**src/rtl/bcd_rtc_pkg.sv**
```systemverilog
package bcd_rtc_pkg;

  localparam int unsigned NUM_FIELDS = 7;

  typedef enum logic [2:0] {
    FLD_SEC  = 3'd0,
    FLD_MIN  = 3'd1,
    FLD_HOUR = 3'd2,
    FLD_DAY  = 3'd3,
    FLD_MON  = 3'd4,
    FLD_YEAR = 3'd5,
    FLD_CENT = 3'd6
  } fieldIdx_t;

  // control -> datapath strobes
  typedef struct packed {
    logic [NUM_FIELDS-1:0] load;     // write this field from wrData
    logic [NUM_FIELDS-1:0] advance;  // carry into this field
    logic                  rdHit;    // read strobe on a mapped port
    logic [2:0]            rdIdx;    // which field is being read
  } rtcStrobes_t;

  // Advance a packed-BCD byte by one without any limit check.
  function automatic logic [7:0] bcdInc(input logic [7:0] v);
    logic [7:0] r;
    if (v[3:0] >= 4'd9) r = {v[7:4] + 4'd1, 4'd0};
    else                r = {v[7:4], v[3:0] + 4'd1};
    return r;
  endfunction

  // Leap test on a packed-BCD two-digit year: divisible by four.
  function automatic logic bcdLeap(input logic [7:0] yr);
    logic r;
    if (!yr[4]) r = (yr[3:0] == 4'd0) || (yr[3:0] == 4'd4) || (yr[3:0] == 4'd8);
    else        r = (yr[3:0] == 4'd2) || (yr[3:0] == 4'd6);
    return r;
  endfunction

  // Last day of the month in packed BCD.
  function automatic logic [7:0] lastDay(input logic [7:0] mon, input logic [7:0] yr);
    logic [7:0] r;
    case (mon)
      8'h02:                      r = bcdLeap(yr) ? 8'h29 : 8'h28;
      8'h04, 8'h06, 8'h09, 8'h11: r = 8'h30;
      default:                    r = 8'h31;
    endcase
    return r;
  endfunction

endpackage

```
**src/rtl/rtc_ctrl.sv**
```systemverilog
module rtc_ctrl
  import bcd_rtc_pkg::*;
#(
  parameter int unsigned ADDR_W    = 8,
  parameter logic [ADDR_W-1:0] BASE_ADDR = 8'h47
) (
  input  logic                  tickIn,
  input  logic [ADDR_W-1:0]     addr,
  input  logic                  wrEn,
  input  logic                  rdEn,
  input  logic [NUM_FIELDS-1:0] atLimit,
  output rtcStrobes_t           strobes
);

  logic [ADDR_W-1:0] offset;
  logic              mapped;
  logic [NUM_FIELDS-1:0] carryIn;

  assign offset = addr - BASE_ADDR;
  assign mapped = (offset < ADDR_W'(NUM_FIELDS));

  // carry chain; a field being written absorbs the carry
  assign carryIn[0] = tickIn;
  for (genvar i = 1; i < NUM_FIELDS; i++) begin : g_chain
    assign carryIn[i] = carryIn[i-1] & atLimit[i-1] & ~strobes.load[i-1];
  end

  for (genvar i = 0; i < NUM_FIELDS; i++) begin : g_load
    assign strobes.load[i] = wrEn & mapped & (offset[2:0] == 3'(i));
  end

  assign strobes.advance = carryIn;
  assign strobes.rdHit   = rdEn & mapped;
  assign strobes.rdIdx   = offset[2:0];

endmodule

```
**src/rtl/rtc_datapath.sv**
```systemverilog
module rtc_datapath
  import bcd_rtc_pkg::*;
#(
  parameter logic [7:0] RESET_YEAR    = 8'h00,
  parameter logic [7:0] RESET_CENTURY = 8'h20
) (
  input  logic                        clk,
  input  logic                        rstN,
  input  rtcStrobes_t                 strobes,
  input  logic [7:0]                  wrData,
  output logic [NUM_FIELDS-1:0]       atLimit,
  output logic [NUM_FIELDS-1:0][7:0]  fields,
  output logic [7:0]                  rdData
);

  localparam logic [NUM_FIELDS-1:0][7:0] FIELD_MIN =
    {8'h00, 8'h00, 8'h01, 8'h01, 8'h00, 8'h00, 8'h00};
  localparam logic [NUM_FIELDS-1:0][7:0] FIELD_RST =
    {RESET_CENTURY, RESET_YEAR, 8'h01, 8'h01, 8'h00, 8'h00, 8'h00};

  logic [NUM_FIELDS-1:0][7:0] fieldMax;

  always_comb begin
    fieldMax[FLD_SEC]  = 8'h59;
    fieldMax[FLD_MIN]  = 8'h59;
    fieldMax[FLD_HOUR] = 8'h23;
    fieldMax[FLD_DAY]  = lastDay(fields[FLD_MON], fields[FLD_YEAR]);
    fieldMax[FLD_MON]  = 8'h12;
    fieldMax[FLD_YEAR] = 8'h99;
    fieldMax[FLD_CENT] = 8'h99;
  end

  for (genvar i = 0; i < NUM_FIELDS; i++) begin : g_field
    assign atLimit[i] = (fields[i] >= fieldMax[i]);

    always_ff @(posedge clk) begin
      if (!rstN)                   fields[i] <= FIELD_RST[i];
      else if (strobes.load[i])    fields[i] <= wrData;
      else if (strobes.advance[i]) fields[i] <= atLimit[i] ? FIELD_MIN[i] : bcdInc(fields[i]);
    end
  end

  assign rdData = strobes.rdHit ? fields[strobes.rdIdx] : 8'h00;

endmodule

```
**src/rtl/bcd_rtc.sv**
```systemverilog
module bcd_rtc
  import bcd_rtc_pkg::*;
#(
  parameter int unsigned ADDR_W        = 8,
  parameter logic [ADDR_W-1:0] BASE_ADDR = 8'h47,
  parameter logic [7:0] RESET_YEAR    = 8'h00,
  parameter logic [7:0] RESET_CENTURY = 8'h20
) (
  input  logic              clk,
  input  logic              rstN,
  input  logic              tickIn,
  input  logic [ADDR_W-1:0] addr,
  input  logic              wrEn,
  input  logic [7:0]        wrData,
  input  logic              rdEn,
  output logic [7:0]        rdData
);

  rtcStrobes_t                strobes;
  logic [NUM_FIELDS-1:0]      atLimit;
  logic [NUM_FIELDS-1:0][7:0] timeFields;

  rtc_ctrl #(
    .ADDR_W    (ADDR_W),
    .BASE_ADDR (BASE_ADDR)
  ) u_ctrl (
    .tickIn  (tickIn),
    .addr    (addr),
    .wrEn    (wrEn),
    .rdEn    (rdEn),
    .atLimit (atLimit),
    .strobes (strobes)
  );

  rtc_datapath #(
    .RESET_YEAR    (RESET_YEAR),
    .RESET_CENTURY (RESET_CENTURY)
  ) u_data (
    .clk     (clk),
    .rstN    (rstN),
    .strobes (strobes),
    .wrData  (wrData),
    .atLimit (atLimit),
    .fields  (timeFields),
    .rdData  (rdData)
  );

endmodule

```
**config.mk**
```make
export PLATFORM = sky130hd
export DESIGN_NAME = bcd_rtc
export DESIGN_NICKNAME = d
export VERILOG_FILES = /design/src/rtl/bcd_rtc_pkg.sv /design/src/rtl/rtc_ctrl.sv /design/src/rtl/rtc_datapath.sv /design/src/rtl/bcd_rtc.sv
export SDC_FILE = /design/constraint.sdc
export NUM_CORES = 1
export LEC_CHECK = 0
export ABC_AREA = 1
export BUFFER_PORTS_ARGS = -buffer_cell sky130_fd_sc_hd__buf_2
export CORE_UTILIZATION = 55
export DETAILED_ROUTE_END_ITERATION = 16
export PLACE_DENSITY = 0.83
export SLEW_MARGIN = 40
export SYNTH_ARGS = -nofsm -noshare
export SYNTH_HDL_FRONTEND = slang
export SYNTH_HIERARCHICAL = 1
export SYNTH_SLANG_ARGS = --single-unit
```
**constraint.sdc**
```tcl
create_clock -name clk -period 3 [get_ports clk]
set_input_delay 0.15 -clock clk [delete_from_list [all_inputs] [get_ports clk]]
set_output_delay 0.15 -clock clk [all_outputs]
set_load 0.05 [all_outputs]
```
==> metrics.yaml, run 1 <==
timing:
  fmax_mhz: 363
  slew_viol_final: 0
  setup_viol: 0
  timing.final.crit_share_pct: 91.9
  fin_crit_ps: 2760
  hold_viol_final: 0
  tightest_slew_ps: 549
  max_slew_margin_pct: 63.3
  clock_skew_ps: 12.3
  grt_setup_unrepaired: "yes"
floorplan:
  start_util_pct: 57.0
  coreArea_mm2: 0.00872
  rows: 34
  io_pins: 29
  die_area_mm2: 0.00942
  die_y_um: 97.1
  die_w_um: 97.1
drt:
  vias: 5273
  routed_wl_um: 14300
  ant_nets: 0
  first_pass_iters: 8
  drc: 0
  vias_per_cell: 5.72
  wl_per_cell_um: 15.5
  dr.first_iter.drc_count: 362
grt:
  grt_max_degree: 30
  grt_usage_pct: 30.2
  antenna_found_initial: 0
  grt.overflow.total: 0
  grt_pass1_wl_um: 23400
  grt_pass1_vias: 4994
cts:
  cts_max_level: 2
  cts_root_buf: "clkbuf_8"
  cts.clk_slew.worst_paths_ps: 110
  cts-buffers-inserted: 5
  hold_buffers: 0
  clock_sinks: 56
  worstSkewPairLatency_ps: 320
  cts_tree: "yes"
  clockBufferDepth: 2
synth:
  syn_area_mm2: 0.00497
  synthCells: 784
  yosys_warnings: 6
  syn-num-nets: 852
  syn_area_per_cell_um2: 6.34
layout:
  largest_register: "u_data/fields"
  nNetsFinal: 881
  area_growth_pct: 9.24
  antenna_cells: 0
  drive_gt1_share_pct: 16.2
  top_regs: "u_data/fields: 56 flops"
  mostFrequentLayoutCells: "nand2_1, nor2_1, inv_1, a21oi_1, nand3_1"
  finalNonFillerCells: 922
  final_common_cell: "nand2_1"
  largest_reg_flops: 56
worst_hold_path:
  hp-class: "input pin to flip-flop"
setup_path:
  r2r_start: "u_data/fields[36]"
  crit_path_end: "u_data/fields[50]"
  path_max_fanout: 6
  required_ps: 3180
  cp-startpoint: "u_data/fields[36]"
  path_class: "flip-flop to flip-flop"
  crit_arrival_ps: 2940
  reg2reg_depth: 24
  r2r_end: "u_data/fields[50]"
  crit_path_end_kind: "flip-flop"
  worstSetupStartpointType: "flip-flop"
  regToRegSetupSlack_ps: 240
place:
  place_congestion: 0.930
  dp_hpwl_um: 10800
  portBuffers: 28
  dp_cells: 911
pwr:
  total_power_w: 0.00137
  p_per_area_mw_per_mm2: 253
  p_leak_nw: 2.64
  vdd_drop_max_mv: 0.140
flow_run:
  cap_violations: 0
outcome:
  status: "completed"
[where the power goes]
part	internal [W]	switching, W
clock	0.000189	0.000261
sequential	0.000743	0.00000391
combinational	0.0000484	0.000126
total	0.000981	0.000391
[stage by stage]
| step | worst slack [ps] | hold slack, ps | utilization, % | cell area [um2] | TNS, ps |
|---|---|---|---|---|---|
| final | 243 | 211 | 62.3 | 5430 | 0 |
| after detailed placement | 90.9 | 481 | 59.9 | 5220 | 0 |
| after global placement | 189 | 482 | 59.9 | 5220 | 0 |
| after floorplan | 180 | 290 | - | 4970 | 0 |
| after global routing | -15.7 | 195 | 62.3 | 5430 | -69.2 |
| after CTS | 54.8 | 186 | 61.0 | 5320 | 0 |
[worst min-delay path by stage]
stage                     cells after the start               from                 to  slack (ps)
final                                         3          wrData[2]   u_data/fields[2]         210
after global routing                          3          wrData[7]  u_data/fields[39]         190
after CTS                                     3          wrData[2]  u_data/fields[10]         190
after detailed placement                      2  u_data/fields[22]  u_data/fields[22]         480
after global placement                        2  u_data/fields[23]  u_data/fields[23]         480
after floorplan                               2          wrData[2]  u_data/fields[10]         290
[routing by layer]
layer,track usage (%),vias up,wire (um)
met5,0,-,0
met4,12.3,0,436
met3,3.81,37,1010
met2,50.7,231,6700
met1,39.3,2403,6180
li1,-,2602,-
[timing repair]
| item | CTS | global route |
|---|---|---|
| setup buffers | 0 | 3 |
| setup endpoints to repair | 0 | 24 |
| resized for setup | 0 | 35 |
[worst max-delay path, cell delays in order (launching register included)]
cell and delay (ps):
dfxtp_4 380, inv_2 60, ha_1 140, nand2_1 80
nor2_1 110, nand2_1 60, o21ai_1 70, inv_1 60
nor2_1 110, a31oi_1 50, ha_1 270, nand2_1 50
nor2_1 100, nor2_1 40, nand2_1 90, nand2_4 50
inv_1 60, nand2_2 60, inv_2 70, nand4_4 100
nor2_4 160, nor2_2 50, buf_4 160, a22oi_2 130
a21oi_1 90
[cell type report]
class	instances	area (um2)
repair buffers	46	275
fillers	825	3290
flip-flops and latches	56	1130
clock buffers	7	86.3
multi-input cells	582	3320
inverters	122	470
clock inverters	1	7.51
well taps	108	135
Note: power is estimated with default switching activity, not from simulation.
==> run 2, diff against run 1 <==
==> constraint.sdc (replaced) <==
create_clock -name clk -period 3 [get_ports clk]
set_input_delay 0.3 -clock clk [delete_from_list [all_inputs] [get_ports clk]]
set_output_delay 0.3 -clock clk [all_outputs]
set_load 0.05 [all_outputs]
==> metrics.yaml, run 2 (synthesis gave the netlist of run 1 again) <==
place:
  portBuffers: 28  # unchanged
  place_congestion: 0.927  # -0.33%
  place_area_mm2: 0.00522  # -0.14%
  place_ws_ps: 79.3  # -11.7 ps
  dp_hpwl_um: 10800  # +0.23%
timing:
  clock_skew_ps: 10.8  # -1.45 ps
  slew_viol_final: 0  # unchanged
  fmax_mhz: 348  # -4.2%
  fin_crit_ps: 2880  # +119 ps
  tightest_slew_ps: 805  # +256 ps
  hold_viol_final: 0  # unchanged
  timing.final.crit_share_pct: 95.9  # +4.0 points
  grt_setup_unrepaired: "yes"
  finalHoldWorstSlack_ps: 348  # +137 ps
  worst_slack_ps: 124  # -119 ps
  fin_tns_setup_ps: 0  # unchanged
  setup_viol: 0  # unchanged
  max_slew_margin_pct: 46.3  # -17 points
grt:
  grt_pass1_vias: 5045  # +1.0%
  grt_usage_pct: 30.7  # +0.51 points
  antenna_found_initial: 0  # unchanged
  grt_pass1_wl_um: 23800  # +1.6%
  grt_max_degree: 27  # -10%
  grt.overflow.total: 0  # unchanged
setup_path:
  path_max_fanout: 6  # unchanged
  crit_path_top_delay_cell: "dfxtp_4"
  r2r_end: "u_data/fields[48]"
  reg2reg_depth: 22  # -8.3%
  cp_cell_sequence: "inv_6 > ha_4 > inv_1 > nor3_2 > buf_4 > inv_1 > ha_1 > inv_1 > nor2_1 > a21oi_1 > nand2_1 > nand2_4 > inv_2 > nand2_2 > inv_2 > nand4_4 > nor2_4 > nor2_4 > buf_6 > nor2_4 > nand2_2 > a21oi_2"
  regToRegSetupSlack_ps: 120  # -120 ps
  crit_path_end_kind: "flip-flop"
  r2r_start: "u_data/fields[32]"
  crit_arrival_ps: 3120  # +180 ps
  required_ps: 3240  # +60 ps
  slowest_delay_ps: 400  # +20 ps
  worstSetupStartpointType: "flip-flop"
  path_class: "flip-flop to flip-flop"
worst_hold_path:
  hold_start: "wrData[2]"
  hold_depth: 3  # unchanged
  hp-class: "input pin to flip-flop"
  min_to: "u_data/fields[18]"
cts:
  cts_tree: "yes"
  clockBufferDepth: 2  # unchanged
  cts_max_level: 2  # unchanged
  cts_root_buf: "clkbuf_8"
  cts.clk_slew.worst_paths_ps: 110  # about the same
  hold_buffers: 0  # unchanged
  cts-buffers-inserted: 5  # unchanged
  clock_sinks: 56  # unchanged
  worstSkewPairLatency_ps: 310  # about the same
drt:
  dr.first_iter.drc_count: 481  # +33%
  first_pass_iters: 5  # -3
  routed_wl_um: 14500  # +1.2%
  vias_per_cell: 5.80  # +1.4%
  vias: 5351  # +1.5%
  drc: 0  # unchanged
  wl_per_cell_um: 15.7  # +1.1%
  ant_nets: 0  # unchanged
floorplan:
  io_pins: 29  # unchanged
  start_util_pct: 57.0  # unchanged
  die_area_mm2: 0.00942  # unchanged
  coreArea_mm2: 0.00872  # unchanged
  die_w_um: 97.1  # unchanged
  die_y_um: 97.1  # unchanged
  rows: 34  # unchanged
layout:
  antenna_cells: 0  # unchanged
  register_area_mm2: 0.00114  # +0.22%
  largest_reg_flops: 56  # unchanged
  nNetsFinal: 883  # +0.23%
  drive_gt1_share_pct: 17.9  # +1.7 points
  multi_input_area_mm2: 0.00338  # +1.8%
  n_fill_cell: 821  # -0.48%
  mostFrequentLayoutCells: "nand2_1, nor2_1, inv_1, a21oi_1, nand3_1"
  design_area_mm2: 0.00551  # +1.5%
  largest_register: "u_data/fields"
  area_growth_pct: 10.8
  final_common_cell: "nand2_1"
  top_regs: "u_data/fields: 56 flops"
pwr:
  vdd_drop_max_mv: 0.185  # +32%
  p_leak_nw: 2.67  # +1.0%
  p_per_area_mw_per_mm2: 243  # -3.9%
outcome:
  status: "completed"
flow_run:
  cap_violations: 0  # unchanged
==> run 2: cell types whose count changed in the layout (fill, tap and decap cells not counted), moves of 2 or more <==
cell     change
nor2_4       +2
nor2_2       +2
ha_1         -3
inv_4        +2
nand2_1      -2
inv_1        -2
ha_4         +2
buf_6        +2
nor2_1       -4
==> run 2: cell type report <==
type / count / area share [%]
clock buffers: 5 / 1.25
clock inverters: 2 / 0.227
inverters: 122 / 8.63
multi-input cells: 582 / 61.4
flip-flops and latches: 56 / 20.6
well taps: 108 / 2.45
repair buffers: 48 / 5.41
==> run 2: worst max path at each step <==
| stage | start | end | slack [ps] | cells past startpoint |
|---|---|---|---|---|
| floorplan | u_data/fields[32] | u_data/fields[53] | 180 | 26 |
| global placement | u_data/fields[33] | u_data/fields[43] | 180 | 26 |
| detailed placement | u_data/fields[32] | u_data/fields[41] | 80 | 24 |
| CTS | u_data/fields[33] | u_data/fields[43] | 40 | 26 |
| global route | u_data/fields[32] | u_data/fields[48] | -70 | 25 |
| finish | u_data/fields[32] | u_data/fields[48] | 120 | 22 |
==> run 2: stage by stage <==
stage	util, %	cells	total power, W
detailed placement	59.8	910	0.000934
finish	63.2	923	0.00134
global placement	59.8	910	0.000931
floorplan	-	784	0.000872
global route	63.2	923	0.00140
CTS	60.7	917	0.00135
==> run 2: layer usage <==
| layer | vias to the layer above | part of all wire, % | track usage [%] |
|---|---|---|---|
| li1 | 2603 | - | - |
| met1 | 2456 | 43 | 40.8 |
| met2 | 256 | 48 | 52.1 |
| met3 | 36 | 7.2 | 3.53 |
| met4 | 0 | 2.8 | 9.53 |
| met5 | - | 0 | 0 |
==> run 2: worst max-delay path, delay by kind of cell (launching register included) <==
family	cells	cell delay, ps
AOI/OAI and AO/OA	2	230
buffers and inverters	8	680
and+or+nand+nor	10	1070
DFF	1	400
adders and majority gates	2	430
==> run 2: timing repair <==
action	4_1_cts	5_1_grt
gates resized for setup	0	58
setup endpoints to repair	0	26
setup buffers	0	6
==> run 2: power by group <==
| part | switching, W | leakage, nW | internal, W |
|---|---|---|---|
| clock network | 0.000258 | 0.0400 | 0.000159 |
| registers | 0.00000386 | 0.454 | 0.000743 |
| logic | 0.000126 | 2.17 | 0.0000486 |
| total | 0.000388 | 2.67 | 0.000951 |
==> run 3, diff against run 2 <==
- CELL_PAD_IN_SITES_DETAIL_PLACEMENT: not set -> 1
- CELL_PAD_IN_SITES_GLOBAL_PLACEMENT: not set -> 1
- CORE_UTILIZATION: 55 -> 40
- PLACE_DENSITY: 0.83 -> 0.78
==> metrics.yaml, run 3 (synthesis gave the netlist of run 1 again) <==
outcome:
  status: "completed"
floorplan:
  die_w_um: 113  # +17%
  die_y_um: 113  # +17%
  start_util_pct: 41.2  # -16 points
  rows: 40  # +18%
  die_area_mm2: 0.0129  # +37%
  io_pins: 29  # unchanged
  coreArea_mm2: 0.0121  # +38%
layout:
  mostFrequentLayoutCells: "nand2_1, inv_1, nor2_1, a21oi_1, nand3_1"
  top_regs: "u_data/fields: 56 flops"
  post-route-util_pct: 47.4  # -16 points
  drive_gt1_share_pct: 18.7  # +0.74 points
  final_common_cell: "nand2_1"
  design_area_mm2: 0.00572  # +3.7%
  area_growth_pct: 15.0
  nNetsFinal: 887  # +0.45%
  largest_register: "u_data/fields"
  antenna_cells: 0  # unchanged
  largest_reg_flops: 56  # unchanged
setup_path:
  crit_arrival_ps: 3190  # +70 ps
  cp_common_cell: "nand2_2"
  cp-startpoint: "u_data/fields[32]"
  path_buf_inv: 7  # -1
  cp_cell_sequence: "buf_6 > ha_4 > inv_4 > o21ai_2 > nand2_1 > o21ai_1 > inv_1 > nor2_1 > a31oi_1 > ha_1 > nand2_2 > nor2_4 > nor2_2 > nand2_2 > nand2_4 > inv_2 > nand2_2 > inv_2 > nand4_4 > nor2_4 > buf_4 > buf_4 > nand4_1 > a21oi_1"
  crit_path_end_kind: "flip-flop"
  r2r_start: "u_data/fields[32]"
  r2r_end: "u_data/fields[51]"
  crit_path_top_delay_cell: "dfxtp_4"
  path_class: "flip-flop to flip-flop"
  worstSetupStartpointType: "flip-flop"
  critPathTopFamily: "simple AND/OR/NAND/NOR gates"
  regToRegSetupSlack_ps: 30  # -90 ps
  required_ps: 3220  # -20 ps
  reg2reg_depth: 24  # +9.1%
  slowest_delay_ps: 380  # -20 ps
  path_max_fanout: 3  # -3
place:
  dp_hpwl_um: 13300  # +22%
  place_ws_ps: -179  # -258 ps
  portBuffers: 28  # unchanged
  place_congestion: 0.900  # -2.9%
  place_area_mm2: 0.00529  # +1.4%
cts:
  cts_max_level: 2  # unchanged
  clockBufferDepth: 2  # unchanged
  clock_sinks: 56  # unchanged
  worstSkewPairLatency_ps: 310  # about the same
  cts.clk_slew.worst_paths_ps: 80  # -30 ps
  cts_root_buf: "clkbuf_16"
  cts_tree: "yes"
  cts-buffers-inserted: 5  # unchanged
timing:
  finalHoldWorstSlack_ps: 386  # +37.6 ps
  worst_slack_ps: 30.2  # -93.3 ps
  tightest_slew_ps: 750  # -55.0 ps
  clock_skew_ps: 3.66  # -7.15 ps
  hold_viol_final: 0  # unchanged
  grt_setup_unrepaired: "yes"
  slew_viol_final: 0  # unchanged
  setup_viol: 0  # unchanged
  fmax_mhz: 337  # -3.1%
  timing.final.crit_share_pct: 99.0  # +3.1 points
  fin_crit_ps: 2970  # +93.3 ps
  max_slew_margin_pct: 50.0  # +3.7 points
worst_hold_path:
  hp-class: "input pin to flip-flop"
  hold_start: "wrData[2]"
  min_to: "u_data/fields[10]"
  hold_depth: 3  # unchanged
pwr:
  p_comb_share_pct: 11.0  # -2.0 points
  p_int_w: 0.00123  # +30%
  total_power_w: 0.00167  # +25%
  vdd_drop_max_mv: 0.188  # +1.8%
  power_frac_seq_pct: 44.6  # -11 points
  p_leak_nw: 2.74  # +2.7%
  power_switching_w: 0.000440  # +13%
  p_per_area_mw_per_mm2: 293  # +20%
  power.share.clock_pct: 44.4  # +13 points
  swShare_pct: 26.3  # -2.7 points
grt:
  grt_pass1_vias: 5399  # +7.0%
  antenna_found_initial: 0  # unchanged
  use_met1_pct: 35.3  # -5.5 points
  grtUsageMet2_pct: 48.6  # -3.5 points
  grt_usage_pct: 27.9  # -2.8 points
  grt_max_degree: 27  # unchanged
  grt_pass1_wl_um: 28100  # +18%
  groute.layer.met3.usage_pct: 3.08  # -0.44 points
  top_usage_layer: "met2"
  grt.overflow.total: 0  # unchanged
drt:
  drc: 0  # unchanged
  ant_nets: 0  # unchanged
  vias: 5394  # +0.80%
  wl_per_cell_um: 18.0  # +15%
  vias_per_cell: 5.46  # -5.8%
  routed_wl_um: 17800  # +23%
  first_pass_iters: 5  # unchanged
  dr.first_iter.drc_count: 260  # -46%
flow_run:
  cap_violations: 0  # unchanged
[run 3: area by class of cell]
cell class / count / area [um2]
clock buffer: 7 / 153
multi-input combinational: 582 / 3380
clock inverter: 1 / 30.0
inverter: 122 / 475
fill: 1616 / 6350
sequential: 56 / 1140
timing repair buffer: 52 / 332
tap: 168 / 210
[run 3: metal layers]
| metal | vias to the layer above | share of wire [%] |
|---|---|---|
| met3 | 41 | 4.3 |
| met5 | - | 0 |
| met1 | 2610 | 43 |
| met2 | 128 | 49 |
| li1 | 2615 | - |
| met4 | 0 | 3.4 |
[run 3: worst reg2reg max path, stage by stage (launching register included)]
cell	delay, ps
dfxtp_4	380
buf_6	110
ha_4	140
inv_4	40
o21ai_2	120
nand2_1	80
o21ai_1	80
inv_1	70
nor2_1	110
a31oi_1	70
ha_1	320
nand2_2	60
nor2_4	100
nor2_2	50
nand2_2	80
nand2_4	50
inv_2	50
nand2_2	70
inv_2	90
nand4_4	120
nor2_4	170
buf_4	130
buf_4	110
nand4_1	110
a21oi_1	200
[run 3: stage by stage]
step	TNS, ps	cells
2_1_floorplan	0	784
3_3_place_gp	0	970
3_5_place_dp	-2250	970
4_1_cts	0	980
5_1_grt	-1800	988
6_report	0	988
[run 3: worst max-delay path by stage]
stage               cells past startpoint                end  slack, ps
floorplan                              26  u_data/fields[53]        180
global placement                       26  u_data/fields[43]        130
detailed placement                     24  u_data/fields[51]       -180
CTS                                    24  u_data/fields[51]          4
global route                           24  u_data/fields[51]       -180
finish                                 24  u_data/fields[51]         30
[run 3: power by group through the flow]
stage	clock network, W	registers [W]	logic, W
3_5_place_dp	0	0.000768	0.000178
6_report	0.000743	0.000746	0.000184
2_1_floorplan	0	0.000766	0.000106
3_3_place_gp	0	0.000767	0.000171
4_1_cts	0.000763	0.000750	0.000179
5_1_grt	0.000786	0.000747	0.000200
[run 3: what timing repair did]
| item | 4_1_cts | 5_1_grt |
|---|---|---|
| gates resized for setup | 9 | 52 |
| hold buffers | 0 | 0 |
| endpoints found under the setup margin | 22 | 24 |
| pin swaps | 2 | 19 |
| buffers inserted | 2 | 8 |
